File: config.mk
export PLATFORM = sky130hd
export DESIGN_NAME = tap_timer
export DESIGN_NICKNAME = d
export VERILOG_FILES = /design/src/rtl/tap_timer.sv
export SDC_FILE = /design/constraint.sdc
export NUM_CORES = 1
export LEC_CHECK = 0
export ABC_AREA = 1
export BUFFER_PORTS_ARGS = -buffer_cell sky130_fd_sc_hd__clkbuf_2
export CORE_MARGIN = 1
export CORE_UTILIZATION = 50
export DETAILED_ROUTE_END_ITERATION = 10
export HOLD_SLACK_MARGIN = 0.05
export PLACE_DENSITY_LB_ADDON = 0.15
export SLEW_MARGIN = 20
export SYNTH_ARGS = -nofsm -noshare
export SYNTH_HDL_FRONTEND = slang
export SYNTH_SLANG_ARGS = --single-unit
File: constraint.sdc
create_clock -name clk -period 1.6 [get_ports clk]
set_clock_uncertainty 0.15 [all_clocks]
set_input_delay 0.32 -clock clk [delete_from_list [all_inputs] [get_ports clk]]
set_output_delay 0.32 -clock clk [all_outputs]
set_load 0.1 [all_outputs]
File: src/rtl/tap_timer.sv
module tap_timer #(
  parameter int SEC_W = 8,
  parameter int N_SEC = 3,
  parameter int SEL_W = 4,
  parameter int LEN_W = 8
) (
  input  logic             clk,
  input  logic             rst_n,
  input  logic             cnt_in,
  input  logic             inhibit,
  input  logic             bypass,
  input  logic             set_in,
  input  logic             clr_in,
  input  logic [SEL_W-1:0] sel,
  input  logic             pulse_mode,
  input  logic [LEN_W-1:0] pulse_len,
  output logic             tap_out
);
  localparam int STG = SEC_W * N_SEC;
  localparam int LO  = SEC_W;

  logic             cnt_q, tap_prev;
  logic [STG-1:0]   stg, stg_nxt, sec_inc;
  logic [LEN_W-1:0] pcnt;

  wire fall  = cnt_q & ~cnt_in;
  wire tmode = bypass & set_in & clr_in;
  wire step  = fall & ~inhibit;

  for (genvar s = 0; s < N_SEC; s++) begin : g_sec
    assign sec_inc[s*SEC_W +: SEC_W] = stg[s*SEC_W +: SEC_W] + 1'b1;
  end

  always_comb begin
    stg_nxt = stg;
    if (tmode) begin
      if (step) stg_nxt = sec_inc;
    end else if (clr_in) begin
      stg_nxt = '0;
    end else if (set_in) begin
      stg_nxt = '1;
    end else if (step) begin
      if (bypass) stg_nxt[STG-1:LO] = stg[STG-1:LO] + 1'b1;
      else        stg_nxt = stg + 1'b1;
    end
  end

  wire tap_sel = stg[LO + int'(sel)];

  always_ff @(posedge clk or negedge rst_n) begin
    if (!rst_n) begin
      cnt_q    <= 1'b0;
      stg      <= '0;
      tap_prev <= 1'b0;
      pcnt     <= '0;
    end else begin
      cnt_q    <= cnt_in;
      stg      <= stg_nxt;
      tap_prev <= tap_sel;
      if (tap_sel & ~tap_prev) pcnt <= pulse_len;
      else if (pcnt != '0)     pcnt <= pcnt - 1'b1;
    end
  end

  assign tap_out = pulse_mode ? (pcnt != '0) : tap_sel;
endmodule

==> flow_metrics.py <==
metrics = {
    "outcome": {
        "status": "finished, violations left",
        "violations": "negative setup slack",
    },
    "timing": {
        "hold_viol_final": 0,
        "rsz0062_at_grt": "true",
        "layout_min_cycle_time_ns": 2.03,
        "finalSetupViolations": 18,
        "fmax_mhz": 492,
        "fin_tns_setup_ns": -3.08,
        "slew_headroom_pct": 72.2,
        "period_share_pct": 127,
        "setup_ws_ns": -0.433,
        "tightest_slew_ns": 0.417,
        "drv_slew": 0,
    },
    "route": {
        "drt-total-wl_um": 9960,
        "via_count": 3446,
        "drcViolationCount": 0,
        "routedWlPerCell_um": 16.1,
        "ant_nets": 0,
        "post_drt_via_cell_ratio": 5.58,
        "drtIter0Drc": 230,
        "drt-pass1-iter-count": 5,
    },
    "setup_path": {
        "cp_max_fo": 2,
        "critical_path_class": "register to primary output",
        "required_ns": 1.13,
        "r2r_slack_ns": -0.32,
        "cp.arrival_ns": 1.56,
        "start_kind": "register",
        "end_kind": "primary output",
    },
    "cts": {
        "h-tree-depth": 2,
        "clock_latency_ns": 0.30,
        "cts.sinks": 34,
        "root_buffer": "clkbuf_8",
        "cts_buffers": 5,
        "cts.clk_slew.worst_paths_ns": 0.08,
        "cts_tree": "yes",
        "cts_buffer_depth": 2,
    },
    "finish": {
        "fin_cells": 618,
        "area_delta_synth_final_pct": 57.6,
        "fillers": 296,
        "layout_common_cells": "nand2_1, buf_4, inv_1, nand3_1, nor2_1",
        "final_common_cell": "nand2_1",
        "n_antenna_cell": 0,
        "drive_gt1_share_pct": 42.0,
        "layout.nets": 572,
    },
    "synthesis": {
        "synth-seq-cells": 34,
        "syn-num-nets": 445,
        "syn_avg_cell_area_um2": 6.44,
        "netlist-cell-type-count": 33,
        "synth_area_mm2": 0.00271,
        "yosysSeqAreaShare_pct": 31.5,
        "ys.warnings.count": 0,
        "netlist_instances": 420,
    },
    "placed_design": {
        "dp_hpwl_um": 6300,
        "finalWeightedCongestion": 0.945,
        "portBuffers": 20,
        "dp_cells": 586,
    },
    "power": {
        "peakVddDrop_mv": 0.596,
        "power.density_mw_per_mm2": 1060,
        "p_leak_nw": 2.15,
    },
    "hold_path": {
        "hp-class": "input pin to register",
    },
    "grt": {
        "grt_pass1_wl_um": 13900,
        "antenna_found_initial": 0,
        "grt_max_degree": 23,
        "overflow": 0,
        "grt_pass1_vias": 3058,
        "gr-usage-all-layers_pct": 32.7,
    },
    "floorplanning": {
        "die_h_um": 75.6,
        "core.rowCount": 26,
        "die_w_um": 75.6,
        "dieArea_mm2": 0.00571,
        "core_area_mm2": 0.00517,
        "pin_count": 21,
        "initial_core_util_pct": 52.3,
    },
    "job": {
        "max_cap_violations": 0,
    },
}
cell usage after synthesis (all sizes together):
library cell	count	area share (%)
a21oi	26	4.8
a22oi	4	1.1
a31oi	2	0.46
buf	8	2.2
dfrtp	34	31
ha	5	2.3
inv	54	7.5
nand2	133	20
nand3	44	8.3
nand3b	3	0.83
nand4	9	2.1
nor2	52	7.7
nor3	4	0.74
nor3b	1	0.28
o211ai	2	0.55
o21ai	20	3.8
o21bai	1	0.28
o22ai	2	0.46
o31ai	1	0.28
or2	2	0.46
xnor2	5	1.6
xor2	8	2.6
report_power, final:
group / internal [mW] / leakage, nW / switching [mW]
Combinational: 1.18 / 1.69 / 1.34
Sequential: 1.09 / 0.402 / 0.207
Clock: 0.348 / 0.0482 / 0.362
Total: 2.62 / 2.15 / 1.91
through the flow:
| stage | util [%] | cell area (um^2) | power [mW] | hold slack (ns) | setup slack [ns] |
|---|---|---|---|---|---|
| 2_1_floorplan | - | 2720 | 2.30 | -0.126 | -0.364 |
| 3_3_place_gp | 67.8 | 3500 | 3.05 | 0.120 | -0.273 |
| 3_5_place_dp | 67.8 | 3500 | 3.11 | 0.113 | -0.408 |
| 4_1_cts | 75.0 | 3880 | 4.01 | 0.0785 | -0.386 |
| 5_1_grt | 82.4 | 4260 | 4.75 | 0.0968 | -0.510 |
| 6_report | 82.4 | 4260 | 4.52 | 0.0732 | -0.433 |
per-layer routing:
metal | global-route usage, % | share of wire (%)
met1 | 39.7 | 39
met3 | 6.48 | 7.3
met4 | 13.6 | 3.9
met2 | 56.5 | 50
met5 | 0 | 0
critical path: stages, from the launching register on:
cell      delay (ns)
dfrtp_1         0.38
inv_2           0.06
o21ai_1         0.13
nand2_1         0.06
nand3_1         0.09
nand3b_1        0.09
nand2_2         0.08
inv_2           0.04
o21ai_4         0.14
buf_12          0.19
registers in the layout (all words and copies together) (netlist names):
signal    count
stg          24
pcnt          8
cnt_q         1
tap_prev      1
worst paths after layout:
| kind | startpoint | endpoint | cells past startpoint |
|---|---|---|---|
| min in group asynchronous | rst_n | stg[18]$_DFFE_PN0P_ | 2 |
| worst min-delay path | pulse_len[2] | pcnt[2]$_DFFE_PN0P_ | 3 |
| worst max register to register | stg[16]$_DFFE_PN0P_ | stg[22]$_DFFE_PN0P_ | 15 |
| worst max-delay path | stg[8]$_DFFE_PN0P_ | tap_out | 9 |
| worst min register to register | stg[4]$_DFFE_PN0P_ | stg[4]$_DFFE_PN0P_ | 2 |
| max in group asynchronous | rst_n | pcnt[5]$_DFFE_PN0P_ | 3 |
what timing repair did:
action | 4_1_cts | 5_1_grt
hold buffers | 2 | 0
gates cloned | 1 | 0
setup endpoints to repair | 22 | 26
pin swaps | 18 | 38
resized for setup | 39 | 91
buffers inserted | 16 | 7
hold endpoints to repair | 13 | 0
cells by family after synthesis:
logic type | share of synthesized area (%)
compound gates | 11.8
xor+xnor | 4.21
fa+ha+maj | 2.31
buf+inv | 9.71
flops | 31.5
simple gates | 40.5
final cells by class:
class | instances | area, um^2 | area share (%)
tap | 70 | 87.6 | 2.05
multi-input combinational | 325 | 2040 | 47.8
inverter | 54 | 208 | 4.87
timing repair buffer | 127 | 988 | 23.2
sequential | 34 | 851 | 20.0
clock inverter | 1 | 5.00 | 0.117
clock buffer | 7 | 86.3 | 2.03
(Power assumes the default switching activity.)
